--- src/rtl/req_arb_pkg.sv ---
package req_arb_pkg;
  localparam int unsigned GNT_W = 3;
  localparam int unsigned GNT_MISS = 0;
  localparam int unsigned GNT_WR = 1;
  localparam int unsigned GNT_PF = 2;

  typedef enum logic [1:0] {
    SRC_NONE,
    SRC_MISS,
    SRC_WR,
    SRC_PF
  } src_e;
endpackage

--- src/rtl/req_arb_match.sv ---
module req_arb_match #(
  parameter int unsigned N    = 4,
  parameter int unsigned AW   = 16,
  parameter int unsigned OFFW = 4,
  parameter int unsigned IW   = (N > 1) ? $clog2(N) : 1
) (
  input  logic [N-1:0]         en_i,
  input  logic [N-1:0][AW-1:0] addr_i,
  input  logic [N-1:0]         sec_i,
  input  logic [AW-1:0]        key_addr_i,
  input  logic                 key_sec_i,
  output logic                 hit_o,
  output logic [IW-1:0]        idx_o
);
  logic [N-1:0] match;

  for (genvar g = 0; g < N; g++) begin : g_cmp
    assign match[g] = en_i[g] && (sec_i[g] == key_sec_i) &&
                      (addr_i[g][AW-1:OFFW] == key_addr_i[AW-1:OFFW]);
  end

  // lowest matching index wins
  always_comb begin
    hit_o = 1'b0;
    idx_o = '0;
    for (int i = N - 1; i >= 0; i--) begin
      if (match[i]) begin
        hit_o = 1'b1;
        idx_o = IW'(i);
      end
    end
  end
endmodule

--- src/rtl/req_arb_rdy_time.sv ---
module req_arb_rdy_time #(
  parameter int unsigned TW = 16
) (
  input  logic [TW-1:0] mq_time_i,
  input  logic [TW-1:0] wb_time_i,
  input  logic [TW-1:0] pf_time_i,
  input  logic          pf_ok_i,
  output logic [TW-1:0] next_o
);
  logic [TW-1:0] q_min;

  always_comb begin
    q_min = (mq_time_i < wb_time_i) ? mq_time_i : wb_time_i;
    next_o = q_min;
    if (pf_ok_i && (pf_time_i < q_min)) next_o = pf_time_i;
  end
endmodule

--- src/rtl/req_arb_pf_cnt.sv ---
module req_arb_pf_cnt #(
  parameter int unsigned CNTW = 8
) (
  input  logic            clk_i,
  input  logic            rst_ni,
  input  logic            inc_i,
  output logic [CNTW-1:0] cnt_o
);
  always_ff @(posedge clk_i or negedge rst_ni) begin
    if (!rst_ni)    cnt_o <= '0;
    else if (inc_i) cnt_o <= cnt_o + 1'b1;
  end
endmodule

--- src/rtl/req_arbiter.sv ---
module req_arbiter
  import req_arb_pkg::*;
#(
  parameter int unsigned AW        = 16,
  parameter int unsigned BLK_BYTES = 16,
  parameter int unsigned NMQ       = 4,
  parameter int unsigned NWB       = 4,
  parameter int unsigned OW        = 8,
  parameter int unsigned TW        = 16,
  parameter int unsigned CNTW      = 8,
  localparam int unsigned OFFW     = $clog2(BLK_BYTES),
  localparam int unsigned MQW      = $clog2(NMQ),
  localparam int unsigned WBW      = $clog2(NWB),
  localparam int unsigned IDXW     = (MQW > WBW) ? MQW : WBW,
  localparam int unsigned SVCW     = $clog2(NWB + 1)
) (
  input  logic                   clk_i,
  input  logic                   rst_ni,
  input  logic                   miss_rdy_i,
  input  logic [AW-1:0]          miss_addr_i,
  input  logic                   miss_sec_i,
  input  logic [IDXW-1:0]        miss_idx_i,
  input  logic                   wr_rdy_i,
  input  logic [AW-1:0]          wr_addr_i,
  input  logic                   wr_sec_i,
  input  logic [OW-1:0]          wr_ord_i,
  input  logic [IDXW-1:0]        wr_idx_i,
  input  logic                   wb_full_i,
  input  logic [SVCW-1:0]        wb_svc_i,
  input  logic [NMQ-1:0]         mq_vld_i,
  input  logic [NMQ-1:0]         mq_pend_i,
  input  logic [NMQ-1:0][AW-1:0] mq_addr_i,
  input  logic [NMQ-1:0]         mq_sec_i,
  input  logic [NMQ-1:0][OW-1:0] mq_ord_i,
  input  logic [NWB-1:0]         wb_vld_i,
  input  logic [NWB-1:0]         wb_pend_i,
  input  logic [NWB-1:0][AW-1:0] wb_addr_i,
  input  logic [NWB-1:0]         wb_sec_i,
  input  logic                   mq_can_pf_i,
  input  logic                   pf_vld_i,
  input  logic [AW-1:0]          pf_addr_i,
  input  logic                   pf_sec_i,
  input  logic                   tag_hit_i,
  input  logic [TW-1:0]          mq_time_i,
  input  logic [TW-1:0]          wb_time_i,
  input  logic [TW-1:0]          pf_time_i,
  output logic [GNT_W-1:0]       gnt_o,
  output logic [IDXW-1:0]        gnt_idx_o,
  output logic                   pf_ack_o,
  output logic [AW-1:0]          pf_lkup_addr_o,
  output logic [TW-1:0]          next_rdy_o,
  output logic [CNTW-1:0]        pf_cnt_o
);
  localparam logic [AW-1:0] OFF_MASK = AW'(BLK_BYTES - 1);

  logic           wr_conf_hit, miss_conf_hit, pf_mq_hit, pf_wb_hit;
  logic [MQW-1:0] wr_conf_idx, pf_mq_idx;
  logic [WBW-1:0] miss_conf_idx, pf_wb_idx;
  logic           wr_first, pf_try, pf_block;
  src_e           src;

  assign pf_lkup_addr_o = pf_addr_i & ~OFF_MASK;

  // pending miss blocking the write head
  req_arb_match #(.N(NMQ), .AW(AW), .OFFW(OFFW), .IW(MQW)) i_wr_conf (
    .en_i(mq_pend_i), .addr_i(mq_addr_i), .sec_i(mq_sec_i),
    .key_addr_i(wr_addr_i), .key_sec_i(wr_sec_i),
    .hit_o(wr_conf_hit), .idx_o(wr_conf_idx)
  );

  // pending write blocking the miss head
  req_arb_match #(.N(NWB), .AW(AW), .OFFW(OFFW), .IW(WBW)) i_miss_conf (
    .en_i(wb_pend_i), .addr_i(wb_addr_i), .sec_i(wb_sec_i),
    .key_addr_i(miss_addr_i), .key_sec_i(miss_sec_i),
    .hit_o(miss_conf_hit), .idx_o(miss_conf_idx)
  );

  // prefetch already held in either queue
  req_arb_match #(.N(NMQ), .AW(AW), .OFFW(OFFW), .IW(MQW)) i_pf_mq (
    .en_i(mq_vld_i), .addr_i(mq_addr_i), .sec_i(mq_sec_i),
    .key_addr_i(pf_lkup_addr_o), .key_sec_i(pf_sec_i),
    .hit_o(pf_mq_hit), .idx_o(pf_mq_idx)
  );

  req_arb_match #(.N(NWB), .AW(AW), .OFFW(OFFW), .IW(WBW)) i_pf_wb (
    .en_i(wb_vld_i), .addr_i(wb_addr_i), .sec_i(wb_sec_i),
    .key_addr_i(pf_lkup_addr_o), .key_sec_i(pf_sec_i),
    .hit_o(pf_wb_hit), .idx_o(pf_wb_idx)
  );

  assign wr_first = wr_rdy_i && (!miss_rdy_i || (wb_full_i && (wb_svc_i == '0)));
  assign pf_try   = !miss_rdy_i && !wr_rdy_i && mq_can_pf_i && pf_vld_i;
  assign pf_block = tag_hit_i || pf_mq_hit || pf_wb_hit;
  assign pf_ack_o = pf_try;

  always_comb begin
    src       = SRC_NONE;
    gnt_idx_o = '0;
    if (wr_first) begin
      if (wr_conf_hit && (mq_ord_i[wr_conf_idx] < wr_ord_i)) begin
        src       = SRC_MISS;
        gnt_idx_o = IDXW'(wr_conf_idx);
      end else begin
        src       = SRC_WR;
        gnt_idx_o = wr_idx_i;
      end
    end else if (miss_rdy_i) begin
      if (miss_conf_hit) begin
        src       = SRC_WR;
        gnt_idx_o = IDXW'(miss_conf_idx);
      end else begin
        src       = SRC_MISS;
        gnt_idx_o = miss_idx_i;
      end
    end else if (pf_try && !pf_block) begin
      src = SRC_PF;
    end
  end

  always_comb begin
    gnt_o = '0;
    unique case (src)
      SRC_MISS: gnt_o[GNT_MISS] = 1'b1;
      SRC_WR:   gnt_o[GNT_WR]   = 1'b1;
      SRC_PF:   gnt_o[GNT_PF]   = 1'b1;
      default:  gnt_o = '0;
    endcase
  end

  req_arb_rdy_time #(.TW(TW)) i_rdy_time (
    .mq_time_i(mq_time_i), .wb_time_i(wb_time_i), .pf_time_i(pf_time_i),
    .pf_ok_i(mq_can_pf_i), .next_o(next_rdy_o)
  );

  req_arb_pf_cnt #(.CNTW(CNTW)) i_pf_cnt (
    .clk_i(clk_i), .rst_ni(rst_ni), .inc_i(gnt_o[GNT_PF]), .cnt_o(pf_cnt_o)
  );
endmodule

--- config.mk ---
export PLATFORM = sky130hd
export DESIGN_NAME = req_arbiter
export DESIGN_NICKNAME = d
export VERILOG_FILES = /design/src/rtl/req_arb_pkg.sv /design/src/rtl/req_arb_match.sv /design/src/rtl/req_arb_rdy_time.sv /design/src/rtl/req_arb_pf_cnt.sv /design/src/rtl/req_arbiter.sv
export SDC_FILE = /design/constraint.sdc
export NUM_CORES = 1
export LEC_CHECK = 0
export ABC_AREA = 1
export BUFFER_PORTS_ARGS = -buffer_cell sky130_fd_sc_hd__buf_2
export CAP_MARGIN = 20
export CORE_AREA = 2 2 136 138
export DETAILED_ROUTE_END_ITERATION = 12
export DIE_AREA = 0 0 138 140
export PLACE_DENSITY = 0.66
export SYNTH_ARGS = -nofsm -noshare
export SYNTH_HDL_FRONTEND = slang
export SYNTH_SLANG_ARGS = --single-unit
--- constraint.sdc ---
create_clock -name clk_i -period 5.96 [get_ports clk_i]
set_input_delay 0.894 -clock clk_i [delete_from_list [all_inputs] [get_ports clk_i]]
set_output_delay 0.894 -clock clk_i [all_outputs]
set_load 0.01 [all_outputs]
==> out/metrics.yaml <==
cts_repair_resize_count: 0
first_global_vias: 7820
overflow: 0
cpMostUsedCell: "nand2_1"
cts_tree: "built"
synth_cells: 1028
place_congestion: 1.01
p_leak_nw: 4.20
crit_start: "wr_addr_i[13]"
place_hpwl_um: 23700
antenna_found_initial: 2
pre_cts_ws_ns: 0.791
synthFlopType: "dfrtp_1"
start_kind: "primary input"
reg2reg_depth: 4
slowest_delay_ns: 0.48
grt_pass1_wl_um: 43200
die_area_sq_mm: 0.0193
final_cell_mix: "303 x buf_2, 290 x nand2_1, 158 x inv_1"
required_ns: 5.07
dieHeight_um: 140
min_to: "i_pf_cnt.cnt_o[7]$_DFFE_PN0N_"
min_period_ns: 5.20
synth-seq-area-share_pct: 3.61
fp.dieW_um: 138
boundaryPins: 352
p_sw_uw: 393
power-per-cell-area_mw_per_mm2: 107
synth_cell_type_count: 48
fin_cells: 1530
tightest_slew_ns: 0.793
synth-edff-count: 0
cp-end-kind: "output pin"
cts_root_buffer: "clkbuf_16"
relSlewSlack_pct: 45.8
p_sw_share_pct: 51.1
first_pass_iters: 5
cts_hold_buf: 0
first_iter_violations: 802
cts.sinks: 8
p_comb_share_pct: 75.9
synthArstFlopShare_pct: 100
h-tree-depth: 1
layout.nets: 1645
insertion_delay_ns: 0.23
routed_wirelength_um: 28200
hp-start: "i_pf_cnt.cnt_o[7]$_DFFE_PN0N_"
syn_to_final_growth_pct: 29.9
grt_usage_pct: 27.7
cts_buffers: 3
avgSynthCellArea_sq_um: 5.40
internal-power_uw: 375
min_path_type: "reg -> reg"
whs_path_depth: 1
setup_tns_ns: 0
crit_type: "in -> out"
final_antenna_net_count: 0
fin_skew_ns: 0.00167
worst-endpoint-arrival_ns: 4.31
clkTransAtPathRegs_ns: 0.04
grt_max_degree: 32
status: "completed"
drive_gt1_share_pct: 27.5
drcViolationCount: 0
synth.yosys.warnings: 0
std_cell_rows: 49
largest_reg_flops: 8
fp.coreArea_sq_mm: 0.0178
clockBufferDepth: 2
p_seq_share_pct: 9.6
fin_ws_ns: 0.758
final_area_sq_mm: 0.00721
regMostFlops: "i_pf_cnt.cnt_o"
slew_viol_final: 0
finalHoldViolCount: 0
min_period_over_period_pct: 87.3
slowest_stage: "nor2_2"
rr_endpoint: "i_pf_cnt.cnt_o[6]$_DFFE_PN0N_"
setup_viol: 0
postCtsSetupBuffers: 0
rsz0062_at_grt: "no"
dp_cells: 1525
crit_chain: "buf_2 -> inv_2 -> nand2_1 -> o21ai_0 -> nor4_1 -> nand4_1 -> nand2_1 -> inv_2 -> nor2_2 -> o21ai_1 -> o32ai_2 -> ha_1 -> a21oi_1 -> o21ai_0 -> a31oi_4 -> nand3_1 -> nand2_1 -> inv_1 -> nor2_1 -> buf_2"
final_common_cell: "buf_2"
ys_seq_elements: 8
reg_top3: "i_pf_cnt.cnt_o x8"
start_util_pct: 31.2
crit_path_max_fanout: 15
syn_area_sq_mm: 0.00555
rrSetupSlack_ns: 4.77
max_cap_viol_count: 0
total_power_uw: 768
wl_per_cell_um: 18.5
placed_area_sq_mm: 0.00713
timing.rr.start: "i_pf_cnt.cnt_o[0]$_DFFE_PN0N_"
fmax_mhz: 192
vdd_ir_drop_max_v: 0.0000771
routed-via-count: 8270
power.share.clock_pct: 14.6
port_buffers: 303
via_per_inst: 5.41
==> power by group through the flow <==
stage          Sequential, mW  Clock (mW)  Combinational [mW]
4_1_cts                0.0736       0.114               0.575
6_report               0.0734       0.112               0.583
2_1_floorplan          0.0772           0               0.321
5_1_grt                0.0752       0.119               0.649
3_3_place_gp           0.0741           0               0.572
3_5_place_dp           0.0742           0               0.571
==> cells by family (layout without fill, tap and decap cells) <==
kind of cell | count (synthesis) | in the layout | share of synthesized area, %
AOI/OAI and AO/OA | 193 | 193 | 22.8
xor gates and xnor gates | 49 | 49 | 7.73
adders and majority gates | 38 | 38 | 8.57
buffers and inverters | 219 | 487 | 16.7
DFF | 8 | 8 | 3.61
other | 1 | 6 | 0.0676
and+or+nand+nor | 520 | 520 | 40.5
==> cell usage after synthesis, types with 2 or more instances <==
library cell  number  area [sq um]
a211oi_1           3          22.5
nand4_1           29           181
or2_1              3          18.8
nor3b_1            2          15.0
nor4_1            11          68.8
nor3_1            13          65.1
clkbuf_1           5          18.8
and3_1             3          18.8
inv_1            158           593
buf_4             17           128
buf_6              3          33.8
inv_2             20          75.1
o21ai_1           11          55.1
nor2_2             4          25.0
nand3_1           40           200
a2111oi_0          3          26.3
o2111ai_1         20           175
o221ai_1           4          35.0
a21oi_1           30           150
o32ai_1            5          43.8
dfrtp_1            8           200
nand2_1          290          1090
o22ai_1           48           300
nand3b_1           7          52.6
buf_2             16          80.1
a221oi_1          13           114
xnor2_1           26           228
o41ai_1            2          17.5
o32ai_2            2          32.5
ha_1              38           475
nand2_2           10          62.6
nor2_1            96           360
or2_2              6          37.5
o21ai_0           46           230
xor2_1            23           201
==> worst max path at each step <==
stage	slack, ns	depth (start not counted)	to
after detailed placement	0.79	17	next_rdy_o[8]
after global placement	0.78	20	gnt_o[0]
after CTS	0.78	17	next_rdy_o[8]
final	0.76	20	gnt_o[0]
after floorplan	1.26	21	next_rdy_o[10]
after global routing	0.27	19	next_rdy_o[8]
==> metal layers <==
metal / part of all wire (%) / global-route usage (%) / vias up
met5: 0 / 0 / -
met4: 4.2 / 9.88 / 0
met3: 11 / 6.09 / 87
met2: 43 / 45.2 / 547
met1: 41 / 36.1 / 3667
li1: - / - / 3969
==> critical path: cells and delay by family <==
kind	cells	cell delay, ns
AO/OA/AOI/OAI	6	0.90
buffers and inverters	5	0.48
AND/OR/NAND/NOR	8	1.76
adder cells (fa/ha/maj)	1	0.28
==> final cells by class <==
cell class                 count  area [sq um]
tap                          229           287
fill                        2034         10600
inverter                     178           668
sequential                     8           200
clock buffer                   3          75.1
timing repair buffer         306          1540
multi-input combinational    804          4440
antenna                        2          5.00
==> metrics by stage <==
step / util, % / hold slack (ns)
after global placement: 40.1 / 0.454
after floorplan: - / 0.504
final: 40.6 / 0.457
after CTS: 40.5 / 0.460
after detailed placement: 40.1 / 0.453
after global routing: 40.6 / 0.505
Note: power is estimated with default switching activity, not from simulation.
